$ cat src/rtl/rxq_pkg.sv
package rxq_pkg;

    typedef enum logic [1:0] {
        ST_EMPTY   = 2'd0,
        ST_PARTIAL = 2'd1,
        ST_FULL    = 2'd2,
        ST_NOSIZE  = 2'd3
    } occ_state_t;

    localparam int STW_W    = 32;
    localparam int FILL_LSB = 0;
    localparam int GET_LSB  = 8;
    localparam int PUT_LSB  = 16;
    localparam int FULL_BIT = 24;
    localparam int LOST_BIT = 25;

endpackage

$ cat src/rtl/rxq_index_ctr.sv
module rxq_index_ctr #(
    parameter int IDX_W = 6,
    parameter int LVL_W = 7
) (
    input  logic             clk,
    input  logic             rst_n,
    input  logic             adv,
    input  logic [LVL_W-1:0] size_eff,
    output logic [IDX_W-1:0] idx
);

    logic [LVL_W-1:0] last_pos;
    logic             at_last;

    assign last_pos = size_eff - LVL_W'(1);
    assign at_last  = (LVL_W'(idx) == last_pos);

    always_ff @(posedge clk or negedge rst_n) begin
        if (!rst_n) begin
            idx <= '0;
        end else if (adv) begin
            idx <= at_last ? '0 : idx + IDX_W'(1);
        end
    end

endmodule

$ cat src/rtl/rxq_lost_flag.sv
module rxq_lost_flag (
    input  logic clk,
    input  logic rst_n,
    input  logic set_evt,
    input  logic clr_req,
    output logic flag
);

    always_ff @(posedge clk or negedge rst_n) begin
        if (!rst_n) begin
            flag <= 1'b0;
        end else if (set_evt) begin
            flag <= 1'b1;
        end else if (clr_req) begin
            flag <= 1'b0;
        end
    end

endmodule

$ cat src/rtl/rxq_occ_fsm.sv
module rxq_occ_fsm
    import rxq_pkg::*;
#(
    parameter int LVL_W = 7
) (
    input  logic             clk,
    input  logic             rst_n,
    input  logic             wr_req,
    input  logic             rd_ack,
    input  logic             ovw_en,
    input  logic [LVL_W-1:0] size_eff,
    output logic             get_adv,
    output logic             put_adv,
    output logic             lost_evt,
    output logic             full,
    output logic [LVL_W-1:0] fill
);

    occ_state_t       state_q;
    occ_state_t       state_d;
    logic             fill_inc;
    logic             fill_dec;
    logic [LVL_W-1:0] fill_d;
    logic             no_size;

    assign no_size = (size_eff == '0);

    // state register
    always_ff @(posedge clk or negedge rst_n) begin
        if (!rst_n) begin
            state_q <= ST_EMPTY;
            fill    <= '0;
        end else begin
            state_q <= state_d;
            fill    <= fill_d;
        end
    end

    // per-state decisions
    always_comb begin
        get_adv  = 1'b0;
        put_adv  = 1'b0;
        lost_evt = 1'b0;
        fill_inc = 1'b0;
        fill_dec = 1'b0;
        if (no_size) begin
            lost_evt = wr_req;
        end else begin
            unique case (state_q)
                ST_EMPTY, ST_NOSIZE: begin
                    put_adv  = wr_req;
                    fill_inc = wr_req;
                end
                ST_PARTIAL: begin
                    get_adv  = rd_ack;
                    put_adv  = wr_req;
                    fill_inc = wr_req && !rd_ack;
                    fill_dec = rd_ack && !wr_req;
                end
                ST_FULL: begin
                    get_adv  = rd_ack || (wr_req && ovw_en);
                    put_adv  = wr_req && (rd_ack || ovw_en);
                    lost_evt = wr_req && !rd_ack && !ovw_en;
                    fill_dec = rd_ack && !wr_req;
                end
                default: begin
                    put_adv = 1'b0;
                end
            endcase
        end
    end

    always_comb begin
        fill_d = fill;
        if (fill_inc) begin
            fill_d = fill + LVL_W'(1);
        end else if (fill_dec) begin
            fill_d = fill - LVL_W'(1);
        end
    end

    // next state
    always_comb begin
        if (no_size) begin
            state_d = ST_NOSIZE;
        end else if (fill_d == '0) begin
            state_d = ST_EMPTY;
        end else if (fill_d >= size_eff) begin
            state_d = ST_FULL;
        end else begin
            state_d = ST_PARTIAL;
        end
    end

    assign full = (state_q == ST_FULL) || (state_q == ST_NOSIZE);

endmodule

$ cat src/rtl/rxq_ptr_status.sv
module rxq_ptr_status
    import rxq_pkg::*;
#(
    parameter int DEPTH_MAX = 64,
    parameter int IDX_W     = $clog2(DEPTH_MAX),
    parameter int LVL_W     = IDX_W + 1
) (
    input  logic             clk,
    input  logic             rst_n,
    input  logic             wr_req,
    input  logic             rd_ack,
    input  logic [LVL_W-1:0] cfg_size,
    input  logic             ovw_en,
    input  logic             lost_clr,
    output logic [STW_W-1:0] status_word
);

    localparam int NUM_IDX = 2;  // 0: get, 1: put

    logic [LVL_W-1:0] size_eff;
    logic [LVL_W-1:0] fill;
    logic             full;
    logic             lost;
    logic             lost_evt;
    logic             get_adv;
    logic             put_adv;
    logic [NUM_IDX-1:0] adv_vec;
    logic [IDX_W-1:0]   idx_vec [NUM_IDX];

    assign size_eff = (cfg_size > LVL_W'(DEPTH_MAX)) ? LVL_W'(DEPTH_MAX) : cfg_size;

    rxq_occ_fsm #(.LVL_W(LVL_W)) u_fsm (
        .clk      (clk),
        .rst_n    (rst_n),
        .wr_req   (wr_req),
        .rd_ack   (rd_ack),
        .ovw_en   (ovw_en),
        .size_eff (size_eff),
        .get_adv  (get_adv),
        .put_adv  (put_adv),
        .lost_evt (lost_evt),
        .full     (full),
        .fill     (fill)
    );

    assign adv_vec = {put_adv, get_adv};

    for (genvar k = 0; k < NUM_IDX; k++) begin : g_idx
        rxq_index_ctr #(.IDX_W(IDX_W), .LVL_W(LVL_W)) u_ctr (
            .clk      (clk),
            .rst_n    (rst_n),
            .adv      (adv_vec[k]),
            .size_eff (size_eff),
            .idx      (idx_vec[k])
        );
    end

    rxq_lost_flag u_lost (
        .clk     (clk),
        .rst_n   (rst_n),
        .set_evt (lost_evt),
        .clr_req (lost_clr),
        .flag    (lost)
    );

    always_comb begin
        status_word = '0;
        status_word[FILL_LSB +: LVL_W] = fill;
        status_word[GET_LSB  +: IDX_W] = idx_vec[0];
        status_word[PUT_LSB  +: IDX_W] = idx_vec[1];
        status_word[FULL_BIT]          = full;
        status_word[LOST_BIT]          = lost;
    end

endmodule

$ cat config.mk
export PLATFORM = sky130hd
export DESIGN_NAME = rxq_ptr_status
export DESIGN_NICKNAME = d
export VERILOG_FILES = /design/src/rtl/rxq_pkg.sv /design/src/rtl/rxq_index_ctr.sv /design/src/rtl/rxq_lost_flag.sv /design/src/rtl/rxq_occ_fsm.sv /design/src/rtl/rxq_ptr_status.sv
export SDC_FILE = /design/constraint.sdc
export NUM_CORES = 1
export LEC_CHECK = 0
export BUFFER_PORTS_ARGS = -buffer_cell sky130_fd_sc_hd__clkbuf_2
export CELL_PAD_IN_SITES_DETAIL_PLACEMENT = 1
export CELL_PAD_IN_SITES_GLOBAL_PLACEMENT = 1
export CORE_ASPECT_RATIO = 0.75
export CORE_UTILIZATION = 41
export CTS_CLUSTER_DIAMETER = 150
export CTS_CLUSTER_SIZE = 28
export DETAILED_ROUTE_END_ITERATION = 8
export GPL_TIMING_DRIVEN = 0
export PLACE_DENSITY_LB_ADDON = 0.1
export SYNTH_ARGS = -nofsm -noshare
export SYNTH_HDL_FRONTEND = slang
export SYNTH_HIERARCHICAL = 1
export SYNTH_SLANG_ARGS = --single-unit
$ cat constraint.sdc
create_clock -name clk -period 3.3 [get_ports clk]
set_input_delay 0.66 -clock clk [delete_from_list [all_inputs] [get_ports clk]]
set_output_delay 0.66 -clock clk [all_outputs]
set_load 0.02 [all_outputs]
==> qor.txt, run 1 <==
Status: finished with violations
Failing checks: setup timing
Ys async rst share: 100%
Slew HR: 38.0%
Pwr/cell area: 751 nW/um2
Leak pwr: 0.00134 uW
PortBufs: 33
Largest net degree at the start of global routing: 23
Least-Margin Pin Slew: 928 ps
Total CTS buffers: 3
Largest family of logic cells by synthesized area: simple AND/OR/NAND/NOR gates
Xor/xnor share of the synthesized area: 8.78%
Die Footprint: 5650 um2
Vias after detailed routing: 2117
R2R Path Start: u_fsm/state_q[0]
Gr usage total: 22.8%
WS Path Type: in -> reg
Initial DRC count: 85
Antenna diodes: 0
Routability cong.: 0.825
Hold slack final: 379 ps
Final Cell Area: 2780 um2
Register bit total from synthesis: 22
Dpl cell area: 2520 um2
Sequential element share of the synthesized area: 25.1%
Post-synthesis adder-cell area fraction: 9.13%
Gate count of the mapped netlist: 260
Synth warn: 6
Final net count: 350
Worst Setup End Kind: flop
Register Area: 551 um2
Critical path data arrival time: 3510 ps
Worst Setup SP: cfg_size[6]
Worst VDD drop: 0.466 mV
Area of the multi-input gates: 1570 um2
Worst min path class: in -> async
CTS tree: built
Final Max Tran Viols: 0
Clock Skews: 8.38 ps
Mux cell area share after synthesis: 1.43%
Max cap viols: 0
Compound-gate portion of the synthesized area: 18.1%
DR DRC count: 0
DP HPWL: 4490 um
Drt pass-1 iters: 4
Post-synth EDFFs: 0
Reg clk slew, reported paths: 90 ps
Final worst slack: -65.9 ps
First-pass GRT wire length: 9900 um
Die width: 86.5 um
Initial Util: 43.8%
Area delta synth->final: 26.7%
Routed vias/inst: 5.40
Max clock buf depth: 2
Clk_lat worst skew: 270 ps
Die height: 65.3 um
Clock root buffer: clkbuf_8
Num ports: 45
Sink Count: 22
Fin crit share: 102%
Final hold vios: 0
Post-Syn Area per Cell: 8.44 um2
Post-route ant nets: 0
Initial antenna violation count: 0
Hold Buf Count CTS: 0
Max frequency: 297 MHz
Number of global-route vias before repair: 1975
Total grt overflow: 0
Htree depth: 1
Minimum clock period: 3370 ps
Post-synth cell types: 59
Share of cells above drive strength 1: 30.3%
FP Rows: 22
WL final: 6160 um
Critical Path Source Type: input port
Synth Flop Type: dfrtp_1
Fill count: 626
Crit path max fanout: 6
Setup violations, final: 2
RSZ-0062 raised after global routing: true
Core Box Area: 5010 um2
Worst EP required: 3450 ps
Simple-gate portion of the synthesized area: 27.7%
Post-Syn Area: 2190 um2
Routed length per placed instance: 15.7 um
-- repair_timing --
item | CTS | global route
endpoints found under the setup margin | 2 | 2
setup buffers | 6 | 8
gates resized for setup | 13 | 10
pin swaps | 11 | 14
-- worst max-delay path, cell delays in order --
cell	delay (ps)
clkbuf_16	140
buf_8	120
or4_4	520
or4_4	460
a22oi_2	190
o22ai_2	110
a21oi_2	150
ha_1	260
a211oi_2	200
o21bai_1	140
a21oi_2	170
nor2_1	80
o31ai_2	310
-- final cells by class --
cell class | count | area share, %
buffer | 20 | 5.13
multi-input combinational | 207 | 56.3
inverter | 20 | 2.70
tap | 72 | 3.24
sequential | 22 | 19.8
clock buffer | 4 | 1.98
timing repair buffer | 47 | 10.8
-- stage by stage --
step           util (%)  setup TNS, ps  setup slack [ps]  power [uW]  instances
2_1_floorplan         -              0              6.16        1390        270
3_3_place_gp       50.3          -1090              -637        1680        375
3_5_place_dp       50.3          -1140              -664        1720        375
4_1_cts            53.3           -254              -168        2010        384
5_1_grt            55.5           -157              -111        2250        392
6_report           55.5          -66.7             -65.9        2090        392
-- logic make-up after synthesis --
| kind of cell | Yosys count |
|---|---|
| AO/OA/AOI/OAI | 55 |
| XOR/XNOR | 22 |
| adder cells (fa/ha/maj) | 16 |
| buffers and inverters | 41 |
| flip-flops | 22 |
| multiplexers | 3 |
| other | 1 |
| AND/OR/NAND/NOR | 100 |
-- Yosys cell counts, types with 2 or more instances --
cell type	instances	area share, %
a211oi_1	4	1.4
a21o_1	3	1.0
a21oi_1	9	2.1
and2_1	4	1.1
and3_1	12	3.4
and4_1	2	0.80
buf_4	13	4.4
clkbuf_1	5	0.86
dfrtp_1	22	25
ha_1	16	9.1
inv_1	20	3.4
mux2i_1	2	0.91
nand2_1	7	1.2
nand3_1	11	2.5
nand3b_1	2	0.68
nand4_1	2	0.57
nor2_1	18	3.1
nor2b_1	10	2.9
nor3_1	16	3.7
nor3_2	2	0.91
nor4b_4	2	2.2
o2111ai_2	2	1.4
o211ai_1	2	0.68
o21a_1	2	0.68
o21ai_0	13	3.0
o22ai_1	3	0.86
o311ai_0	2	0.80
o31ai_1	2	0.68
or2b_1	2	0.68
xnor2_1	7	2.8
xor2_1	15	6.0
-- cells in the final DEF (no fill, tap or decap), types with 4 or more instances in the layout --
master     n
buf_4     26
nand2_1    7
o21ai_0   13
nand3_1   11
inv_1     20
nor2b_1    6
ha_1      16
a21oi_1    6
and3_1    12
clkbuf_1   4
dfrtp_1   22
nor3_1    16
clkbuf_8   4
xnor2_1    6
nor2_1    18
clkbuf_2  31
and2_1     4
conb_1    11
xor2_1    15
-- final timing paths --
kind / end / slack [ps] / cells past startpoint
worst min register to register: u_lost/flag / 510 / 1
max in group asynchronous: g_idx[1].u_ctr/idx[4] / 2520 / 1
min in group clk: u_lost/flag / 510 / 1
worst max register to register: u_fsm/state_q[0] / 70 / 13
worst max-delay path: u_fsm/state_q[0] / -70 / 13
worst min-delay path: u_fsm/fill[4] / 380 / 1
-- metal layers --
| layer | part of all wire (%) | vias to the layer above | global-route usage (%) | wire length, um |
|---|---|---|---|---|
| met5 | 0 | - | 0 | 0 |
| met4 | 0.97 | 0 | 3.13 | 60 |
| met3 | 4.9 | 9 | 4.02 | 303 |
| met2 | 45 | 61 | 35.9 | 2760 |
| met1 | 49 | 1014 | 33.2 | 3030 |
| li1 | - | 1033 | - | - |
-- power breakdown --
| group | total, uW | switching (uW) | leakage [uW] | internal, uW |
|---|---|---|---|---|
| Sequential | 508 | 136 | 0.000274 | 371 |
| Combinational | 1380 | 806 | 0.00103 | 570 |
| Clock | 202 | 95.8 | 0.0000288 | 107 |
-- flip-flops by register name, summed over array words and instances (netlist names) --
signal           flops
g_idx.u_ctr/idx     12
u_lost/flag          1
u_fsm/fill           7
u_fsm/state_q        2
Note: power is estimated with default switching activity, not from simulation.
==> run 2: changes to the inputs <==
--- a/config.mk
+++ b/config.mk
@@ -9,7 +9,7 @@
 export CELL_PAD_IN_SITES_DETAIL_PLACEMENT = 1
 export CELL_PAD_IN_SITES_GLOBAL_PLACEMENT = 1
 export CORE_ASPECT_RATIO = 0.75
-export CORE_UTILIZATION = 41
+export CORE_UTILIZATION = 40
 export CTS_CLUSTER_DIAMETER = 150
 export CTS_CLUSTER_SIZE = 28
 export DETAILED_ROUTE_END_ITERATION = 8
@@ -17,5 +17,4 @@
 export PLACE_DENSITY_LB_ADDON = 0.1
 export SYNTH_ARGS = -nofsm -noshare
 export SYNTH_HDL_FRONTEND = slang
-export SYNTH_HIERARCHICAL = 1
 export SYNTH_SLANG_ARGS = --single-unit
==> qor.txt, run 2 <==
Status: finished with violations
Failing checks: DRC, setup timing
WL final: 6040 um (-2.0%)
Sequential element share of the synthesized area: 26.9% (+1.8 points)
Max reg flops: 12 (unchanged)
Core Util, Final: 53.9% (-1.6 points)
Largest registers: g_idx.u_ctr.idx: 12 flops, u_fsm.fill: 7 flops, u_fsm.state_q: 2 flops
Gate count of the mapped netlist: 247 (-5.0%)
Register Area: 551 um2 (unchanged)
Compound-gate portion of the synthesized area: 18.4% (+0.35 points)
Post-Syn Area: 2050 um2 (-6.6%)
Crit path max fanout: 8 (+2)
Slew HR: 58.8% (+21 points)
Gr usage total: 22.5% (-0.31 points)
First-pass GRT wire length: 9570 um (-3.3%)
Final Max Tran Viols: 0 (unchanged)
Reg clk slew, reported paths: 90 ps (about the same)
Fill count: 613 (-2.1%)
Post-synth top cells: nand2_1, dfrtp_1, buf_4, ha_1, o21ai_0
Initial Util: 41.8% (-2.0 points)
Top cells by area, synth: dfrtp_1, ha_1, nand2_1, buf_4, o21ai_0
Sink Count: 22 (unchanged)
Final net count: 337 (-3.7%)
CP Cell Sequence: clkbuf_8 > inv_8 > nand2_4 > ha_4 > or4b_4 > nor3_4 > buf_6 > buf_4 > a21oi_1 > xor2_1 > ha_1 > and3_4 > a211oi_4 > a22oi_1
Ys async rst share: 100% (unchanged)
Max frequency: 303 MHz (+2.0%)
Synth warn: 0 (-6)
Critical path data arrival time: 3440 ps (-70 ps)
Mux cell area share after synthesis: 0.488% (-0.94 points)
WS Path Type: in -> reg
Initial DRC count: 117 (+38%)
Least-Margin Pin Slew: 617 ps (-311 ps)
Most common cell in the netlist: nand2_1
Post-synthesis adder-cell area fraction: 8.55% (-0.58 points)
Post-synth cell types: 56 (-5.1%)
Routability cong.: 0.764 (-7.5%)
Die Footprint: 5420 um2 (-4.1%)
Share of cells above drive strength 1: 33.1% (+2.8 points)
Routed length per placed instance: 16.4 um (+4.4%)
Die width: 84.7 um (-2.1%)
Pwr/cell area: 815 nW/um2 (+8.5%)
Largest net degree at the start of global routing: 23 (unchanged)
Worst EP required: 3440 ps (about the same)
Initial antenna violation count: 0 (unchanged)
Post-Syn Area per Cell: 8.30 um2 (-1.6%)
Clk_lat worst skew: 270 ps (about the same)
Drt pass-1 iters: 8 (+4)
Core Box Area: 4900 um2 (-2.2%)
Htree depth: 1 (unchanged)
Largest family of logic cells by synthesized area: simple AND/OR/NAND/NOR gates
Register bit total from synthesis: 22 (unchanged)
Total CTS buffers: 3 (unchanged)
Most frequent cells in the layout: nand2_1, clkbuf_2, buf_4
Simple-gate portion of the synthesized area: 29.4% (+1.7 points)
Reg2Reg Depth: 10 (-3)
Total Power: 2150 uW (+3.0%)
Post-synth top area share: 26.9% (+1.8 points)
Final worst slack: -0.482 ps (+65.4 ps)
Dominant cell type by area after synthesis: dfrtp_1
DR DRC count: 6 (+6)
Area delta synth->final: 28.8%
Max clock buf depth: 2 (unchanged)
Num ports: 45 (unchanged)
Number of global-route vias before repair: 1960 (-0.76%)
Post-synth EDFFs: 0 (unchanged)
Critical Path Source Type: input port
Minimum clock period: 3300 ps (-65.4 ps)
FP Rows: 22 (unchanged)
R2R Path Start: u_fsm.state_q[0]
Post-route ant nets: 0 (unchanged)
DP HPWL: 4240 um (-5.6%)
Max cap viols: 0 (unchanged)
Xor/xnor share of the synthesized area: 6.78% (-2.0 points)
Commonest non-fill, non-tap cell in the layout: nand2_1
Total Negative Setup Slacks: -0.482 ps (+66.2 ps)
Area of the multi-input gates: 1480 um2 (-5.7%)
Slowest Stage Delay on Critical Path: 510 ps (about the same)
Die height: 64.0 um (-2.1%)
Clock root buffer: clkbuf_8
Worst Setup SP: cfg_size[6]
Routed vias/inst: 5.54 (+2.6%)
Vias after detailed routing: 2040 (-3.6%)
Final hold vios: 0 (unchanged)
Synth Flop Type: dfrtp_1
Antenna diodes: 0 (unchanged)
Leak pwr: 0.00119 uW (-11%)
PortBufs: 32 (-3.0%)
Slowest cell on crit path: or4b_4
Reg with most FFs: g_idx.u_ctr.idx
Worst Setup End Kind: flop
Fin crit share: 100% (-2.0 points)
Dpl cell area: 2350 um2 (-6.6%)
Setup violations, final: 1 (-1)
Final Cell Area: 2640 um2 (-5.0%)
Clock Skews: 8.55 ps (+0.162 ps)
CTS tree: built
Total grt overflow: 0 (unchanged)
Worst VDD drop: 0.374 mV (-20%)
Worst min path class: in -> async
## run 2: cell types whose count changed in the layout (fill, tap and decap cells not counted), moves of 5 or more
cell / delta
nand2_1: +25
nor2_1: -12
and3_1: -10
inv_1: -9
xor2_1: -9
nor3_1: -6
ha_1: -5
## run 2: area by class of cell
| cell class | count | area share [%] |
|---|---|---|
| multi-input cells | 202 | 56.0 |
| clock buffers | 3 | 1.56 |
| inverters | 12 | 1.99 |
| flip-flops and latches | 22 | 20.9 |
| well taps | 60 | 2.84 |
| plain buffers | 18 | 4.69 |
| repair buffers | 51 | 12.1 |
## run 2: final timing paths
check / end / slack [ps]
min: u_fsm.state_q[0] / 380
max reg2reg: u_fsm.state_q[1] / 200
max: u_fsm.state_q[1] / -0.5
max in group asynchronous: g_idx[0].u_ctr.idx[5] / 2500
min in group clk: u_lost.flag / 520
min reg2reg: u_lost.flag / 520
## run 2: cell families (layout without fill, tap and decap cells)
group / Yosys count / count (layout)
AND/OR/NAND/NOR: 105 / 105
adder cells (fa/ha/maj): 14 / 14
flip-flops: 22 / 22
XOR/XNOR: 15 / 15
buffers and inverters: 33 / 84
AO/OA/AOI/OAI: 56 / 56
other: 1 / 11
multiplexers: 1 / 1
## run 2: worst max-delay path: cells and delay by family
| kind | cells | cell delay (ps) |
|---|---|---|
| simple gates | 4 | 1030 |
| fa+ha+maj | 2 | 520 |
| buf+inv | 4 | 500 |
| compound gates | 3 | 430 |
| xor+xnor | 1 | 310 |
## run 2: metrics by stage
step	worst slack [ps]	std cells	hold slack (ps)
2_1_floorplan	17.1	257	364
3_3_place_gp	-706	349	514
3_5_place_dp	-749	349	517
4_1_cts	1.21	362	410
5_1_grt	-79.6	368	424
6_report	-0.482	368	385
## run 2: repair_timing
| action | in CTS | in global routing |
|---|---|---|
| gates resized for setup | 10 | 15 |
| hold buffers | 0 | 0 |
| buffers inserted | 11 | 8 |
| setup endpoints to repair | 2 | 2 |
| pin swaps | 6 | 14 |
| hold endpoints to repair | 0 | 0 |
## run 2: routing by layer
layer  track usage [%]  vias to the layer above  share of wire, %
met4              3.39                        0               1.3
met1              32.3                      995                49
met5                 0                        -                 0
li1                  -                      989                 -
met2              36.6                       48                46
met3              3.36                        8               4.4
## run 2: power by group
group          leakage, uW  internal [uW]  total, uW  switching, uW
clock network    0.0000216           81.8        175           93.1
registers         0.000244            380        560            180
logic             0.000928            597       1410            818
